**config.mk**
```make
export PLATFORM = sky130hd
export DESIGN_NAME = boot_copy_ctrl
export DESIGN_NICKNAME = d
export VERILOG_FILES = /design/src/rtl/boot_copy_pkg.sv /design/src/rtl/boot_cfg_latch.sv /design/src/rtl/boot_sequencer.sv /design/src/rtl/boot_word_packer.sv /design/src/rtl/boot_copy_ctrl.sv
export SDC_FILE = /design/constraint.sdc
export NUM_CORES = 1
export LEC_CHECK = 0
export BUFFER_PORTS_ARGS = -buffer_cell sky130_fd_sc_hd__buf_2
export CORE_MARGIN = 2
export CORE_UTILIZATION = 50
export CTS_BUF_LIST = sky130_fd_sc_hd__clkbuf_16
export DETAILED_ROUTE_END_ITERATION = 12
export GPL_TIMING_DRIVEN = 1
export PLACE_DENSITY_LB_ADDON = 0.08
export SYNTH_ARGS = -nofsm -noshare
export SYNTH_HDL_FRONTEND = slang
export SYNTH_HIERARCHICAL = 1
export SYNTH_SLANG_ARGS = --single-unit
```
**constraint.sdc**
```tcl
create_clock -name clk -period 2.8 [get_ports clk]
set_clock_uncertainty 0.05 [all_clocks]
set_input_delay 0.7 -clock clk [delete_from_list [all_inputs] [get_ports clk]]
set_output_delay 0.7 -clock clk [all_outputs]
set_load 0.03 [all_outputs]
```
**src/rtl/boot_copy_pkg.sv**
```systemverilog
package boot_copy_pkg;

    typedef enum logic [1:0] {
        BM_HOST = 2'b00,
        BM_BYTE = 2'b01,
        BM_HALF = 2'b10,
        BM_WORD = 2'b11
    } boot_mode_e;

    typedef enum logic [2:0] {
        SQ_BOOT,
        SQ_COPY,
        SQ_FLUSH,
        SQ_HOST,
        SQ_RUN
    } seq_state_e;

    typedef struct packed {
        boot_mode_e mode;
        logic       big_end;
    } boot_cfg_t;

    localparam int WORD_W = 32;

    // bytes moved per accepted external read
    function automatic logic [2:0] step_bytes(input boot_mode_e m);
        case (m)
            BM_BYTE: return 3'd1;
            BM_HALF: return 3'd2;
            default: return 3'd4;
        endcase
    endfunction

    // true when the read at this sub-word offset fills the last lane
    function automatic logic lane_last(input logic [1:0] off_lo, input boot_mode_e m);
        logic [2:0] sum;
        sum = {1'b0, off_lo} + step_bytes(m);
        return sum[2];
    endfunction

    // merge one narrow item into the partially built word
    function automatic logic [WORD_W-1:0] place_item(
        input logic [WORD_W-1:0] acc,
        input logic [WORD_W-1:0] item,
        input logic [1:0]        lane,
        input boot_mode_e        m,
        input logic              be
    );
        logic [WORD_W-1:0] r;
        int                p;
        r = acc;
        case (m)
            BM_BYTE: begin
                p = be ? (3 - int'(lane)) : int'(lane);
                r[p*8 +: 8] = item[7:0];
            end
            BM_HALF: begin
                p = be ? (1 - int'(lane[1])) : int'(lane[1]);
                r[p*16 +: 16] = item[15:0];
            end
            default: r = item;
        endcase
        return r;
    endfunction

endpackage

```
**src/rtl/boot_cfg_latch.sv**
```systemverilog
module boot_cfg_latch
    import boot_copy_pkg::*;
(
    input  logic       clk,
    input  logic       rst,
    input  logic [1:0] mode_i,
    input  logic       big_end_i,
    output boot_cfg_t  cfg_o
);
    boot_cfg_t cfg_q;

    // follows the straps while reset is held, frozen once it is released
    always_ff @(posedge clk) begin
        if (rst) begin
            cfg_q.mode    <= boot_mode_e'(mode_i);
            cfg_q.big_end <= big_end_i;
        end
    end

    assign cfg_o = cfg_q;
endmodule

```
**src/rtl/boot_sequencer.sv**
```systemverilog
module boot_sequencer
    import boot_copy_pkg::*;
#(
    parameter int          IMAGE_BYTES = 1024,
    parameter logic [31:0] BASE_ADDR   = 32'h9000_0000,
    localparam int         OFF_W       = $clog2(IMAGE_BYTES) + 1
) (
    input  logic             clk,
    input  logic             rst,
    input  boot_cfg_t        cfg_i,
    input  logic             bell_i,
    input  logic             ready_i,
    output logic             req_o,
    output logic [31:0]      addr_o,
    output logic             take_o,
    output logic [OFF_W-1:0] off_o,
    output logic             core_rst_o,
    output logic             done_o
);
    seq_state_e       state_q;
    logic [OFF_W-1:0] off_q;
    logic [OFF_W-1:0] off_nx;
    logic             bell_q;
    logic             bell_rise;

    assign req_o     = (state_q == SQ_COPY);
    assign take_o    = req_o & ready_i;
    assign off_nx    = off_q + OFF_W'(step_bytes(cfg_i.mode));
    assign bell_rise = bell_i & ~bell_q;
    assign addr_o    = BASE_ADDR + 32'(off_q);
    assign off_o     = off_q;

    always_ff @(posedge clk) begin
        if (rst) begin
            state_q <= SQ_BOOT;
            off_q   <= '0;
            bell_q  <= 1'b1;
        end else begin
            bell_q <= bell_i;
            case (state_q)
                SQ_BOOT: begin
                    off_q   <= '0;
                    state_q <= (cfg_i.mode == BM_HOST) ? SQ_HOST : SQ_COPY;
                end
                SQ_COPY: begin
                    if (take_o) begin
                        off_q <= off_nx;
                        if (off_nx == OFF_W'(IMAGE_BYTES)) state_q <= SQ_FLUSH;
                    end
                end
                SQ_FLUSH: state_q <= SQ_RUN;
                SQ_HOST:  if (bell_rise) state_q <= SQ_RUN;
                default:  state_q <= SQ_RUN;
            endcase
        end
    end

    assign core_rst_o = (state_q != SQ_RUN);
    assign done_o     = (state_q == SQ_RUN);
endmodule

```
**src/rtl/boot_word_packer.sv**
```systemverilog
module boot_word_packer
    import boot_copy_pkg::*;
#(
    parameter int RAM_AW = 10
) (
    input  logic              clk,
    input  logic              rst,
    input  boot_cfg_t         cfg_i,
    input  logic              take_i,
    input  logic [WORD_W-1:0] item_i,
    input  logic [RAM_AW-1:0] off_i,
    output logic              wr_o,
    output logic [RAM_AW-1:0] waddr_o,
    output logic [WORD_W-1:0] word_o
);
    logic [WORD_W-1:0] acc_q;
    logic [WORD_W-1:0] acc_nx;
    logic              last;
    logic              wr_q;
    logic [RAM_AW-1:0] waddr_q;
    logic [WORD_W-1:0] word_q;

    assign acc_nx = place_item(acc_q, item_i, off_i[1:0], cfg_i.mode, cfg_i.big_end);
    assign last   = lane_last(off_i[1:0], cfg_i.mode);

    always_ff @(posedge clk) begin
        if (rst) begin
            acc_q   <= '0;
            wr_q    <= 1'b0;
            waddr_q <= '0;
            word_q  <= '0;
        end else begin
            wr_q <= 1'b0;
            if (take_i) begin
                if (last) begin
                    word_q  <= acc_nx;
                    waddr_q <= {off_i[RAM_AW-1:2], 2'b00};
                    wr_q    <= 1'b1;
                    acc_q   <= '0;
                end else begin
                    acc_q <= acc_nx;
                end
            end
        end
    end

    assign wr_o    = wr_q;
    assign waddr_o = waddr_q;
    assign word_o  = word_q;
endmodule

```
**src/rtl/boot_copy_ctrl.sv**
```systemverilog
module boot_copy_ctrl
    import boot_copy_pkg::*;
#(
    parameter int          IMAGE_BYTES = 1024,
    parameter logic [31:0] BASE_ADDR   = 32'h9000_0000,
    localparam int         RAM_AW      = $clog2(IMAGE_BYTES),
    localparam int         OFF_W       = RAM_AW + 1
) (
    input  logic              clk,
    input  logic              rst,
    input  logic [1:0]        boot_mode_i,
    input  logic              big_end_i,
    input  logic              host_bell_i,
    output logic              ext_req_o,
    output logic [31:0]       ext_addr_o,
    input  logic              ext_ready_i,
    input  logic [31:0]       ext_data_i,
    output logic              ram_we_o,
    output logic [RAM_AW-1:0] ram_addr_o,
    output logic [31:0]       ram_wdata_o,
    output logic              core_rst_o,
    output logic              boot_done_o
);
    boot_cfg_t        cfg;
    logic             take;
    logic [OFF_W-1:0] off;

    boot_cfg_latch u_cfg (
        .clk       (clk),
        .rst       (rst),
        .mode_i    (boot_mode_i),
        .big_end_i (big_end_i),
        .cfg_o     (cfg)
    );

    boot_sequencer #(
        .IMAGE_BYTES (IMAGE_BYTES),
        .BASE_ADDR   (BASE_ADDR)
    ) u_seq (
        .clk        (clk),
        .rst        (rst),
        .cfg_i      (cfg),
        .bell_i     (host_bell_i),
        .ready_i    (ext_ready_i),
        .req_o      (ext_req_o),
        .addr_o     (ext_addr_o),
        .take_o     (take),
        .off_o      (off),
        .core_rst_o (core_rst_o),
        .done_o     (boot_done_o)
    );

    boot_word_packer #(
        .RAM_AW (RAM_AW)
    ) u_pack (
        .clk     (clk),
        .rst     (rst),
        .cfg_i   (cfg),
        .take_i  (take),
        .item_i  (ext_data_i),
        .off_i   (off[RAM_AW-1:0]),
        .wr_o    (ram_we_o),
        .waddr_o (ram_addr_o),
        .word_o  (ram_wdata_o)
    );
endmodule

```
## Yosys cells after proc, flatten, opt, wreduce, memory -nomap -nowiden

Cells that the tools add are included.

- Shifts and indexed selects: 4
- Divide/modulo/power cells: 0
- Add/subtract/negate cells: 7
- Order comparisons: 0
- Eq/ne operators: 10
- Bitwise logic cells: 4
- Reduce and logical (&&, ||, !) cells: 7
- Muxes and demuxes: 15
- Multiply operators: 0

Operators with widths:

| cell | number |
|---|---|
| $neg 32->33 | 2 |
| $bwmux 32 | 2 |
| $pmux 32 s2 | 1 |
| $shift 16x33->32 const A | 1 |
| $shift 8x33->32 const A | 1 |
| $shiftx 16x33->32 | 1 |
| $shiftx 8x33->32 | 1 |
| $add 32x11->32 const A | 1 |
| $mux 32 | 1 |
| $mux 29 | 1 |
| $mux 28 | 1 |
| $pmux 11 s2 | 1 |
| $add 11x3->11 | 1 |
| $eq 11x11->1 const B | 1 |
| $mux 11 | 1 |
| $mux 3 | 3 |
| $pmux 3 s3 | 1 |
| $pmux 3 s2 | 1 |
| $ne 2x2->1 const B | 2 |
| $reduce_and 2->1 | 2 |
| $add 2x3->3 | 1 |
| $eq 3x1->1 const B | 1 |
| $eq 3x2->1 const B | 1 |
| $eq 3x3->1 const B | 1 |
| other kinds (15) | 17 |

- Bits in latches: 0
- ROM bits: 0
- Memory bits (writable): 0
- Input port bits: 39
- Memories: 0
- Flip-flop bits (word level): 91
- Word-level logic and storage cells: 56
- Output and inout port bits: 78

## Logic depth before layout (Yosys ltp)

- Word-level depth: 7
- Mapped depth: 10
- Gate-level depth less buffers: 10

## Hierarchy

Netlist, hierarchy kept.

Modules (own cells, without submodules):

| module | sequential area each (um^2) | cells an instance | instances | area each (um^2) |
|---|---|---|---|---|
| boot_word_packer | 1461.4 | 513 | 1 | 4202.8 |
| boot_sequencer | 300.3 | 161 | 1 | 1291.2 |
| boot_cfg_latch | 90.1 | 3 | 1 | 90.1 |

## Least setup slack after synthesis

OpenSTA, ideal clock, no wires.

- Kind: flip-flop to flip-flop
- Start point: register u_cfg.cfg_q (netlist bit u_cfg/cfg_o[2])
- End point: register u_seq.state_q[0]
- Setup slack: 0.553 ns
- Required time: 2.634 ns
- Buffers on the path: 0
- Library setup time: 0.116 ns
- Clock period less this slack: 2.247 ns
- Stages on the path, launching flop included: 11
- Arrival time: 2.081 ns
- Cells stage by stage: edfxtp_1 -> inv_1 -> ha_1 -> ha_1 -> inv_1 -> fa_1 -> nor2b_1 -> o211ai_2 -> mux2i_1 -> nand4_1 -> o211a_1

- Word-level cells in the longest chain between the ends: 6
- Elaborated cells on any way between the ends: 7
- Classes of those cells: add/sub (1); eq/ne (4); mux (1); reduce/logical (1)

Ends and longest elaborated chain:

| element | line | source |
|---|---|---|
| start, declared | boot_cfg_latch.sv:10 | `boot_cfg_t cfg_q;` |
| $eq 2x2->1 or $eq 2x1->1 (tied branches) | boot_copy_pkg.sv:27 | `case (m)` |
| $pmux 3 s2 * | boot_copy_pkg.sv:27 |  |
| $add 11x3->11 * | boot_sequencer.sv:28 | `assign off_nx = off_q + OFF_W'(step_bytes(cfg_i.mode));` |
| $eq 11x11->1 * | boot_sequencer.sv:48 | `if (off_nx == OFF_W'(IMAGE_BYTES)) state_q <= SQ_FLUSH;` |
| $ne 2x2->1 (no source line) * | n/a |  |
| $reduce_and 3->1 (no source line) * | n/a |  |
| end signal, assigned | boot_sequencer.sv:43 | `state_q <= (cfg_i.mode == BM_HOST) ? SQ_HOST : SQ_COPY;` |
| end, declared | boot_sequencer.sv:20 | `seq_state_e state_q;` |

Mark *: on every way between the ends. The rest lies on a longest branch, timed or not.
A chain may end at the register's enable or synchronous reset.

## Worst setup path in the final report

- Start point: register u_cfg.cfg_q (netlist bit u_cfg/cfg_o[1])
- End point: register u_pack.word_q[17], in the netlist u_pack/word_o[17]

- Word-level cells in the longest chain between the ends: 4
- Elaborated cells on any way between the ends: 6
- Classes of those cells: add/sub (1); eq/ne (2); mux (2); reduce/logical (1)

Ends and longest elaborated chain:

| element | line | source |
|---|---|---|
| $eq 2x2->1 or $eq 2x1->1 (tied branches) | boot_copy_pkg.sv:27, boot_copy_pkg.sv:52 |  |
| $pmux 3 s2 | boot_copy_pkg.sv:27 |  |
| $add 2x3->3 | boot_copy_pkg.sv:37 | `sum = {1'b0, off_lo} + step_bytes(m);` |
| $reduce_and 2->1 (no source line) | n/a |  |
| end signal, assigned | boot_word_packer.sv:36 | `word_q <= acc_nx;` |
| end, declared | boot_word_packer.sv:21 | `logic [WORD_W-1:0] word_q;` |

Several ways; a longest one is shown, not always the timed one.

==> impl_results.md <==
* Outcome: finished, final reports clean
* Number of buffers inserted by hold repair at cts at 0
* Worst hold path endpoint: u_pack/waddr_o[3]$_SDFFE_PP0P_
* Iter 0 DRT Violations at 464
* Worst-path clk slew at 60 ps
* Worst Setup End Kind: register
* Vert. Die Dim at 110 um
* First-pass GRT wire length at 23900 um
* DP Area at 5950 um^2
* Synth Instances at 676
* Routed vias/inst at 5.80
* Max-cap violations at 0
* H-tree depth at 3
* Max incr delay on CP at 490 ps
* Synthesized cell area at 5580 um^2
* HP Class: register to register
* Core box area at 10800 um^2
* Vias after detailed routing at 5129
* Min cycle time layout at 2530 ps
* Post-route ant nets at 0
* # rows at 38
* Unrepaired setup endpoints after global routing: no
* Leak at 2.61 nW
* Worst reg2reg path endpoint: u_pack/word_o[17]$_SDFFE_PP0P_
* Placed Cells at 868
* RD Place Congestion at 0.854
* Crit path launch: u_cfg/cfg_o[1]$_DFFE_PP_
* Post CTS Setup Buffer Count at 0
* Deepest clock path buffer count at 2
* Register-to-Register Path Depth at 8
* Clock Sinks at 91
* Critical path, cell by cell: inv_1 -> ha_1 -> ha_1 -> a31oi_2 -> xnor2_2 -> nand2_1 -> nor3_2 -> a211o_1
* Worst Hold Path Cells at 2
* Worst path most repeated cell: ha_1
* Initial core utilization at 51.4%
* Hold_sp: u_pack/waddr_o[3]$_SDFFE_PP0P_
* Drt first pass iters at 6
* CTS tree: built
* Yosys warning total at 6
* Reg-to-reg critical path startpoint: u_cfg/cfg_o[1]$_DFFE_PP_
* Initial antenna violation count at 0
* Final TNS setup at 0 ps
* Crit Path Category: register to register
* Crit path DAT at 2770 ps
* Cell Pwr Density at 545 nW/um^2
* Final wirelength at 15300 um
* IO Pins at 117
* Final hold vios at 0
* Period utilization at 90.3%
* # port buffers at 93
* Layout cells sized above 1 at 21.9%
* Setup slack, reg-to-reg at 270 ps
* Critical Path Fanout Max at 11
* Fmax at 396 MHz
* Fin nets at 789
* Total CTS buffers at 9
* Number of global-route vias before repair at 4843
* Syn-to-layout area delta at 12.0%
* Slew Viols, Final at 0
* CTS root buf: clkbuf_16
* Total Routing Usage GR at 25.8%
* DPL Wire Length at 10900 um
* Clock latency on the worst-skew pair at 350 ps
* Worst ir drop on vdd at 0.000520 V
* Post-layout instance area at 6240 um^2
* Worst path required time at 3040 ps
* Overflow after GRT at 0
* Largest net degree at the start of global routing at 37
* Relative slew slack at 56.6%
* Worst-Margin Slew at 652 ps
* Die width at 110 um
* Startpoint types: register
* Setup violations, final at 0
* Post-CTS sizing at 0
* Die area at 12000 um^2
* Fillers at 1015
* DRC viols at 0
* DR WL/cell at 17.3 um
* Syn avg cell area at 8.25 um^2
* Layout Cells excl Fill at 884
* Slowest-stage cell, CP: nor3_2
* # diodes at 0
## worst max-delay path: cells and delay by family, from the launching register on
family / cells / cell delay, ps
buffers and inverters: 1 / 60
DFF: 1 / 400
and+or+nand+nor: 2 / 830
AOI/OAI and AO/OA: 2 / 440
adders and majority gates: 2 / 500
xor gates and xnor gates: 1 / 190
## cell usage in the layout, fill, tap and decap left out, types with 9 or more instances in the layout
cell       instances
nor3b_1           16
conb_1            23
mux2i_1           10
o21ai_0           27
nor2_1            37
nor3_1            23
inv_1             20
dfxtp_1           88
buf_2             93
buf_4             23
nand3b_1           9
ha_1              10
nand2b_1          15
nand2_1          107
a21oi_1           30
o22ai_1            9
clkbuf_16          9
nand3_1           26
## power by group
| part | internal, mW | total (mW) | switching, mW |
|---|---|---|---|
| clock | 0.690 | 1.21 | 0.516 |
| sequential | 1.36 | 1.41 | 0.0512 |
| combinational | 0.257 | 0.785 | 0.528 |
| total | 2.31 | 3.40 | 1.09 |
## flip-flops by register name, indices dropped and copies added (netlist names)
name	count
u_pack/word_o	32
u_pack/acc_q	32
u_seq/bell_q	1
u_seq/state_q	3
u_pack/wr_o	1
u_pack/waddr_o	8
u_seq/off_o	11
u_cfg/cfg_o	3
## cell type report
type                            count  area, um^2  share of cell area (%)
Sequential cell                    91        1850                    29.7
Multi-Input combinational cell    500        3210                    51.3
Inverter                           21        80.1                    1.28
Timing Repair Buffer              116         638                    10.2
Clock inverter                      7        67.6                    1.08
Tap cell                          140         175                    2.81
Clock buffer                        9         225                    3.61
## routing by layer
layer | part of all wire [%] | global-route usage (%) | up-vias | wire length, um
met4 | 2.8 | 13.0 | 0 | 423
met2 | 48 | 43.7 | 153 | 7360
met3 | 5.5 | 4.39 | 29 | 837
met1 | 44 | 31.5 | 2424 | 6670
li1 | - | - | 2523 | -
met5 | 0 | 0 | - | 0
## metrics by stage
| stage | total power, mW | hold slack (ps) | worst slack [ps] | utilization (%) |
|---|---|---|---|---|
| floorplan | 2.03 | 374 | 553 | - |
| global placement | 2.20 | 385 | 367 | 54.9 |
| detailed placement | 2.22 | 391 | 278 | 54.9 |
| CTS | 3.42 | 407 | 248 | 57.6 |
| global route | 3.55 | 430 | 44.5 | 57.6 |
| finish | 3.40 | 405 | 272 | 57.6 |
## worst max path at each step
| stage | end | cells after the start | slack, ps |
|---|---|---|---|
| after floorplan | u_seq/state_q[0]$_SDFFE_PP0P_ | 10 | 550 |
| final | u_pack/word_o[17]$_SDFFE_PP0P_ | 8 | 270 |
| after CTS | u_pack/word_o[17]$_SDFFE_PP0P_ | 8 | 250 |
| after global routing | u_pack/word_o[17]$_SDFFE_PP0P_ | 8 | 40 |
| after detailed placement | u_pack/word_o[17]$_SDFFE_PP0P_ | 8 | 280 |
| after global placement | u_seq/state_q[0]$_SDFFE_PP0P_ | 10 | 370 |
Power figures use the tool's default switching activity.
